==> config.mk <==
export PLATFORM = sky130hd
export DESIGN_NAME = aclk_master_gen
export DESIGN_NICKNAME = d
export VERILOG_FILES = /design/src/rtl/aclk_pkg.sv /design/src/rtl/aclk_cfg_reg.sv /design/src/rtl/aclk_serial_div.sv /design/src/rtl/aclk_aux_div.sv /design/src/rtl/aclk_master_gen.sv
export SDC_FILE = /design/constraint.sdc
export NUM_CORES = 1
export LEC_CHECK = 0
export ABC_AREA = 0
export BUFFER_PORTS_ARGS = -buffer_cell sky130_fd_sc_hd__buf_2
export CAP_MARGIN = 5
export CORE_UTILIZATION = 45
export CTS_BUF_LIST = sky130_fd_sc_hd__clkbuf_8
export DETAILED_ROUTE_END_ITERATION = 10
export PLACE_DENSITY = 0.7
export RECOVER_POWER = 100
export SLEW_MARGIN = 25
export SYNTH_ARGS = -nofsm -noshare
export SYNTH_HDL_FRONTEND = slang
export SYNTH_SLANG_ARGS = --single-unit
==> constraint.sdc <==
create_clock -name clk_mst -period 1.5 [get_ports clk_mst]
set_clock_uncertainty 0.1 [all_clocks]
set_input_delay 0.3 -clock clk_mst [delete_from_list [all_inputs] [get_ports clk_mst]]
set_output_delay 0.3 -clock clk_mst [all_outputs]
set_load 0.01 [all_outputs]
==> src/rtl/aclk_pkg.sv <==
package aclk_pkg;

  typedef enum logic [1:0] {
    RATIO_512  = 2'b00,
    RATIO_384  = 2'b01,
    RATIO_TEST = 2'b10,
    RATIO_256  = 2'b11
  } ratio_e;

  typedef struct packed {
    ratio_e     ratio;     // [7:6]
    logic       i2s;       // [5]
    logic [1:0] justify;   // [4:3]
    logic       park;      // [2]
    logic       aux_half;  // [1]
    logic       zero;      // [0]
  } cfg_t;

  // master cycles per sample period for each ratio code
  function automatic int unsigned fs_mult(ratio_e r);
    case (r)
      RATIO_384: return 384;
      RATIO_256: return 256;
      default:   return 512;
    endcase
  endfunction

endpackage

==> src/rtl/aclk_cfg_reg.sv <==
module aclk_cfg_reg
  import aclk_pkg::*;
(
  input  logic       clk,
  input  logic       rst_n,
  input  logic       hold_dsp_n,
  input  logic       hold_codec_n,
  input  logic       we,
  input  logic [7:0] wdata,
  output cfg_t       cfg_q
);

  logic accept;
  cfg_t cfg_d;

  always_comb begin
    accept = we & ~hold_dsp_n & ~hold_codec_n;
    cfg_d  = cfg_q;
    if (accept) begin
      cfg_d      = cfg_t'(wdata);
      cfg_d.zero = 1'b0;
    end
  end

  always_ff @(posedge clk or negedge rst_n) begin
    if (!rst_n) cfg_q <= cfg_t'(8'h00);
    else        cfg_q <= cfg_d;
  end

endmodule

==> src/rtl/aclk_serial_div.sv <==
module aclk_serial_div
  import aclk_pkg::*;
#(
  parameter int unsigned FRAME_BITS = 64
) (
  input  logic   clk,
  input  logic   rst_n,
  input  logic   run,
  input  ratio_e ratio,
  output logic   bclk_q,
  output logic   fclk_q
);

  localparam int unsigned MAX_DIV = 512 / FRAME_BITS;
  localparam int unsigned CNT_W   = $clog2(MAX_DIV);
  localparam int unsigned HALF    = FRAME_BITS / 2;
  localparam int unsigned BIT_W   = $clog2(HALF);
  localparam logic [BIT_W-1:0] BIT_LAST = BIT_W'(HALF - 1);

  logic [CNT_W-1:0] cnt_q, cnt_d, div_last, div_mid;
  logic [BIT_W-1:0] bit_q, bit_d;
  logic             bclk_d, fclk_d;
  logic             at_mid, at_last;

  always_comb begin
    div_last = CNT_W'(fs_mult(ratio) / FRAME_BITS - 1);
    div_mid  = CNT_W'(fs_mult(ratio) / FRAME_BITS / 2 - 1);
    at_mid   = (cnt_q == div_mid);
    at_last  = (cnt_q == div_last);
    cnt_d    = cnt_q;
    bclk_d   = bclk_q;
    bit_d    = bit_q;
    fclk_d   = fclk_q;
    if (!run) begin
      cnt_d  = '0;
      bclk_d = 1'b0;
      bit_d  = '0;
      fclk_d = 1'b0;
    end else begin
      cnt_d = at_last ? '0 : cnt_q + 1'b1;
      if (at_mid) bclk_d = 1'b1;
      if (at_last) begin
        bclk_d = 1'b0;
        if (bit_q == BIT_LAST) begin
          bit_d  = '0;
          fclk_d = ~fclk_q;
        end else begin
          bit_d = bit_q + 1'b1;
        end
      end
    end
  end

  always_ff @(posedge clk or negedge rst_n) begin
    if (!rst_n) begin
      cnt_q  <= '0;
      bclk_q <= 1'b0;
      bit_q  <= '0;
      fclk_q <= 1'b0;
    end else begin
      cnt_q  <= cnt_d;
      bclk_q <= bclk_d;
      bit_q  <= bit_d;
      fclk_q <= fclk_d;
    end
  end

endmodule

==> src/rtl/aclk_aux_div.sv <==
module aclk_aux_div (
  input  logic clk,
  input  logic rst_n,
  input  logic init_n,
  output logic half_q
);

  logic half_d;

  always_comb begin
    half_d = init_n ? ~half_q : 1'b0;
  end

  always_ff @(posedge clk or negedge rst_n) begin
    if (!rst_n) half_q <= 1'b0;
    else        half_q <= half_d;
  end

endmodule

==> src/rtl/aclk_master_gen.sv <==
module aclk_master_gen
  import aclk_pkg::*;
#(
  parameter int unsigned FRAME_BITS = 64,
  parameter int unsigned SYNC_STAGES = 2
) (
  input  logic       clk_mst,
  input  logic       rst_n,
  input  logic       hold_dsp_n,
  input  logic       hold_codec_n,
  input  logic       init_n,
  input  logic       cfg_we,
  input  logic [7:0] cfg_wdata,
  output logic [7:0] cfg_rdata,
  output logic       bclk_o,
  output logic       fclk_o,
  output logic       aux_o
);

  logic [SYNC_STAGES-1:0] rst_sync_q;
  logic                   rst_core_n;
  cfg_t                   cfg_q;
  logic                   run;
  logic                   bclk_q, fclk_q, half_q;
  logic                   test_mode;

  always_ff @(posedge clk_mst or negedge rst_n) begin
    if (!rst_n) rst_sync_q <= '0;
    else        rst_sync_q <= {rst_sync_q[SYNC_STAGES-2:0], 1'b1};
  end
  assign rst_core_n = rst_sync_q[SYNC_STAGES-1];

  aclk_cfg_reg i_cfg (
    .clk          (clk_mst),
    .rst_n        (rst_core_n),
    .hold_dsp_n   (hold_dsp_n),
    .hold_codec_n (hold_codec_n),
    .we           (cfg_we),
    .wdata        (cfg_wdata),
    .cfg_q        (cfg_q)
  );

  always_comb begin
    test_mode = (cfg_q.ratio == RATIO_TEST);
    run       = hold_dsp_n & hold_codec_n & ~cfg_q.park & ~test_mode;
  end

  aclk_serial_div #(.FRAME_BITS(FRAME_BITS)) i_sdiv (
    .clk    (clk_mst),
    .rst_n  (rst_core_n),
    .run    (run),
    .ratio  (cfg_q.ratio),
    .bclk_q (bclk_q),
    .fclk_q (fclk_q)
  );

  aclk_aux_div i_adiv (
    .clk    (clk_mst),
    .rst_n  (rst_core_n),
    .init_n (init_n),
    .half_q (half_q)
  );

  always_comb begin
    cfg_rdata = cfg_q;
    if (cfg_q.park) begin
      bclk_o = 1'b0;
      fclk_o = ~cfg_q.i2s;
    end else if (test_mode) begin
      bclk_o = 1'b0;
      fclk_o = 1'b0;
    end else begin
      bclk_o = bclk_q;
      fclk_o = fclk_q;
    end
    aux_o = cfg_q.aux_half ? half_q : clk_mst;
  end

endmodule

==> metrics.txt, run 1 <==
nets=147; final hold slack=0.0627 ns; Worst Setup Start Kind=flip-flop; Initial DRT Pass Iterations=6; DR vias=774; endpoints failing setup=13; Yosys top cell by area=dfrtp_1; Clock transition at path regs=0.07 ns; crit path cell chain=buf_6 > or2b_1 > and3b_1 > buf_2; Syn Inst Count=80; Vias per Instance=4.96; slew margin rel.=34.9%; Crit-path slowest cell=dfrtp_1; Clock Latency Late Sink=0.36 ns; die span in x=48.4 um; CTS tree=yes; Initial DRC Count=14; Ys Warns=0; Netlist cell types=36; critical path fanouts, max=3; worst hold-check path type=in2reg; die area=0.00234 mm2; syn_nets=97; worst vdd ir=0.855 mV; ANT nets after route=0; Cells after DPL=144; first-pass GRT wire length=3.42 mm; most frequent cell after synthesis=dfrtp_1; Die Y=48.4 um; Async SR Flop Fraction=100%; PwrDens=1060 mW/mm2; I/O pin cnt=25; pin count of the biggest net entering global routing=19; Design Area, Final=0.00142 mm2; Synth top area share=51.7%; drt drc=0; Final Hold Viols=0; total core area=0.00198 mm2; critical path class=reg2out; placed cell area=0.00123 mm2; Area growth syn-to-layout=46.7%; Crit. End Element=output pin; Mean Syn Cell Area=12.1 um2; share of layout cells above drive strength 1=51.2%; Total Routing Usage GR=19.2%; fmax=542 MHz; Seq cells post-synth=20; # Max-Cap Violations=0; Commonest cells post-synth=dfrtp_1, mux2_2, nand2_1; Crit path required time=1.10 ns; fin worst setup slack=-0.345 ns; HPWL Detailed=1.32 mm; Mapped Area=967 um2; failing checks=setup timing; Synth area leaders=dfrtp_1, mux2_2, ha_1; # port buffers=22; vias in the first global route=827; fin crit period=1.85 ns; Initial Util=48.8%; Cell Rows=16; Slew Viols, Final=0; main flop type after synthesis=dfrtp_1; P_leak=0.701 nW; Cell Count, Final, Fillers Out=156; Inserted Diodes=0; RSZ-0062 raised after global routing=true; number of synthesized flops with an enable pin=0; grt ovf=0; Pwr Total=1.51 mW; Total Wirelength=1.99 mm; initial antenna violation count=0; max incr delay on CP=0.40 ns; status=finished with violations; Seq/Total Area, Yosys=51.7%; CP arrival=1.45 ns; RePlAce Congestion=0.729; Worst-Margin Slew=0.976 ns; Final period util=123%; routed len/inst=12.7 um
## critical path, delay by kind of cell, from the launching register on
family | cells | cell delay [ns]
and+or+nand+nor | 2 | 0.44
DFF | 1 | 0.40
buffers and inverters | 2 | 0.25
## registers in the layout, summed over array words and instances, names as in the netlist
signal / flops
i_sdiv.fclk_q: 1
i_sdiv.cnt_q: 3
i_cfg.cfg_q: 7
i_adiv.half_q: 1
i_sdiv.bclk_q: 1
i_sdiv.bit_q: 5
rst_sync_q: 2
## path summary, 6_finish.rpt
check | startpoint | endpoint | slack [ns] | cells past startpoint
max | i_cfg.cfg_q[6] | bclk_o | -0.35 | 4
min | init_n | i_adiv.half_q | 0.06 | 2
max reg2reg | i_cfg.cfg_q[6] | i_sdiv.bit_q[4] | -0.27 | 6
min reg2reg | rst_sync_q[0] | rst_sync_q[1] | 0.26 | 0
max in group asynchronous | rst_sync_q[1] | i_cfg.cfg_q[6] | 0.34 | 1
min in group asynchronous | rst_n | rst_sync_q[0] | 0.14 | 2
## layout by cell type, fill, tap and decap left out, types with 2 or more instances in the layout
cell,n
nand3b_1,2
conb_1,2
buf_6,8
ha_2,2
buf_2,19
nand3_1,2
a21oi_1,2
and3b_2,2
mux2_2,7
and2_1,2
nand2b_1,2
o21a_1,2
clkbuf_8,6
nor2_1,3
dfrtp_1,20
nand2_1,4
buf_4,14
clkbuf_1,3
## report_power, final
group          switching [mW]  internal (mW)  total (mW)  leakage [nW]
clock network           0.216          0.405       0.621        0.0574
logic                   0.108          0.162       0.270         0.386
registers              0.0351          0.582       0.618         0.258
total                   0.359           1.15        1.51         0.701
## metal layers
metal	vias to the layer above	share of wire, %	global-route usage (%)
met2	26	47	32.4
met4	0	1.6	10.8
met5	-	0	0
met1	365	46	22.0
li1	379	-	-
met3	4	4.6	5.03
## final cells by class
type	count	area (um2)
clock buffers	7	93.8
fillers	138	563
inverters	1	3.75
multi-input cells	57	487
flip-flops and latches	20	500
well taps	27	33.8
repair buffers	44	300
## cells by family (layout without fill, tap and decap cells)
| group | after synthesis | after routing | share of synthesized area [%] |
|---|---|---|---|
| flip-flops | 20 | 20 | 51.7 |
| adder cells (fa/ha/maj) | 3 | 3 | 3.88 |
| XOR/XNOR | 1 | 1 | 0.906 |
| AO/OA/AOI/OAI | 11 | 11 | 8.02 |
| buffers and inverters | 3 | 52 | 1.94 |
| other | 2 | 2 | 0.776 |
| AND/OR/NAND/NOR | 30 | 30 | 21.3 |
| multiplexers | 10 | 10 | 11.4 |
## metrics by stage
step	TNS, ns	util, %	setup slack (ns)
after detailed placement	-0.943	62.2	-0.127
final	-2.72	71.6	-0.345
after floorplan	-0.205	-	-0.0602
after global routing	-3.53	71.6	-0.392
after global placement	-0.707	62.2	-0.102
after CTS	-2.42	70.5	-0.326
## repair_timing
action,CTS,global route
setup buffers,4,2
hold buffers,1,0
resized for setup,8,5
pin swaps,2,2
setup endpoints to repair,12,13
endpoints found under the hold margin,2,0
Note: power is estimated with default switching activity, not from simulation.
==> run 2: changes to the inputs <==
==> constraint.sdc (replaced) <==
create_clock -name clk_mst -period 1.9 [get_ports clk_mst]
set_clock_uncertainty 0.1 [all_clocks]
set_input_delay 0.38 -clock clk_mst [delete_from_list [all_inputs] [get_ports clk_mst]]
set_output_delay 0.38 -clock clk_mst [all_outputs]
set_load 0.01 [all_outputs]
==> metrics.txt, run 2 (synthesis gave the netlist of run 1 again) <==
failing checks=setup timing; CP arrival=1.42 ns (-0.03 ns); first-pass GRT wire length=3.25 mm (-5.1%); worst vdd ir=0.939 mV (+9.9%); critical path fanouts, max=2 (-1); Worst R2R Start=i_sdiv.bit_q[0]; Inserted Diodes=0 (unchanged); vias in the first global route=734 (-11%); max FFs per register=7 (unchanged); Initial Util=48.8% (unchanged); Worst Reg-to-Reg Cells=5 (-1); ANT nets after route=0 (unchanged); worst hold-check path type=in2reg; Largest Register=i_cfg.cfg_q; # port buffers=22 (unchanged); DR vias=736 (-4.9%); status=finished with violations; PwrDens=928 mW/mm2 (-13%); max incr delay on CP=0.26 ns (-0.14 ns); commonest non-fill, non-tap cell in the layout=dfrtp_1; slew margin rel.=52.3% (+17 points); crit path cell chain=buf_8 > mux2_4 > buf_6; Final TNS setup=-0.00292 ns (+2.72 ns); Final Hold Viols=0 (unchanged); Pwr Total=1.13 mW (-25%); Total Routing Usage GR=18.3% (-0.84 points); CP Capture Point=aux_o; P_leak=0.584 nW (-17%); Vias per Instance=5.29 (+6.7%); die span in x=48.4 um (unchanged); end of the worst register-to-register path=i_sdiv.bit_q[3]; Worst Setup Start Kind=clock port; grt ovf=0 (unchanged); HPWL Detailed=1.29 mm (-2.0%); nets=130 (-12%); Clock transition at path regs=0.07 ns (about the same); Initial DRC Count=6 (-8); RSZ-0062 raised after global routing=true; Crit path required time=1.42 ns (+0.32 ns); Slew Viols, Final=0 (unchanged); final core utilization=61.7% (-9.9 points); Initial DRT Pass Iterations=4 (-2); endpoints failing setup=1 (-12); FF-to-FF setup slack=0.05 ns (+0.32 ns); fill count=158 (+14%); initial antenna violation count=0 (unchanged); pin count of the biggest net entering global routing=19 (unchanged); critical path startpoint=clk_mst; Area growth syn-to-layout=26.4%; die area=0.00234 mm2 (unchanged); Cell Rows=16 (unchanged); Crit. End Element=output pin; Crit-path slowest cell=mux2_4; Die Y=48.4 um (unchanged); Clock Latency Late Sink=0.36 ns (about the same); CTS tree=yes; total core area=0.00198 mm2 (unchanged); fin worst setup slack=-0.00292 ns (+0.342 ns); worst slack, placed=0.0121 ns (+0.139 ns); routed len/inst=13.3 um (+4.2%); critical path class=clk2out; leading cell types in the layout, fill and taps excluded=dfrtp_1, buf_2, clkbuf_1; I/O pin cnt=25 (unchanged); Total Wirelength=1.85 mm (-7.1%); drt drc=0 (unchanged); Worst-Margin Slew=0.716 ns (-0.260 ns); share of layout cells above drive strength 1=34.8% (-16 points); # Max-Cap Violations=0 (unchanged); RePlAce Congestion=0.700 (-4.0%); biggest regs=i_cfg.cfg_q (7), i_sdiv.bit_q (5), i_sdiv.cnt_q (3)
==> run 2: cell count changes in the layout (fill, tap and decap cells not counted), moves of 6 or more <==
cell / before / now
buf_2: 19 / 13
buf_4: 14 / 2
buf_6: 8 / 1
clkbuf_1: 3 / 10
==> run 2: worst min-delay path by stage <==
stage	startpoint	end	slack (ns)	cells past startpoint
3_3_place_gp	rst_n	rst_sync_q[1]	0.06	1
5_1_grt	cfg_wdata[2]	i_cfg.cfg_q[2]	0.15	2
3_5_place_dp	rst_n	rst_sync_q[0]	0.07	1
6_report	cfg_wdata[2]	i_cfg.cfg_q[2]	0.15	2
2_1_floorplan	rst_n	rst_sync_q[0]	-0.02	0
4_1_cts	cfg_wdata[2]	i_cfg.cfg_q[2]	0.14	2
==> run 2: final cells by class <==
cell class	instances	area, um2	area share (%)
inverter	1	3.75	0.307
multi-input combinational	57	457	37.4
sequential	20	500	40.9
tap	27	33.8	2.76
clock buffer	7	95.1	7.78
timing repair buffer	27	133	10.8
==> run 2: what timing repair did <==
item	4_1_cts	5_1_grt
setup buffers	1	1
setup endpoints to repair	3	3
gates resized for setup	3	3
hold buffers	1	0
hold endpoints to repair	2	0
pin swaps	1	2
==> run 2: metal layers <==
layer	global-route usage [%]	wire, um
met1	22.5	823
met3	4.09	61
met2	29.6	925
met5	0	0
met4	10.8	36
==> run 2: critical path: cells and delay by family <==
kind	cells	cell delay [ns]
mux	1	0.26
buf+inv	2	0.21
==> run 2: stage by stage <==
stage                     std cells  instance area, um2  hold WS (ns)
after floorplan                  80                 967       -0.0156
final                           139                1220         0.146
after CTS                       138                1230         0.142
after global routing            139                1220         0.150
after global placement          130                1120        0.0637
after detailed placement        130                1120        0.0661
==> run 2: where the power goes <==
group / internal (mW) / switching (mW)
Clock: 0.330 / 0.170
Combinational: 0.0724 / 0.0672
Sequential: 0.460 / 0.0349
Total: 0.862 / 0.272
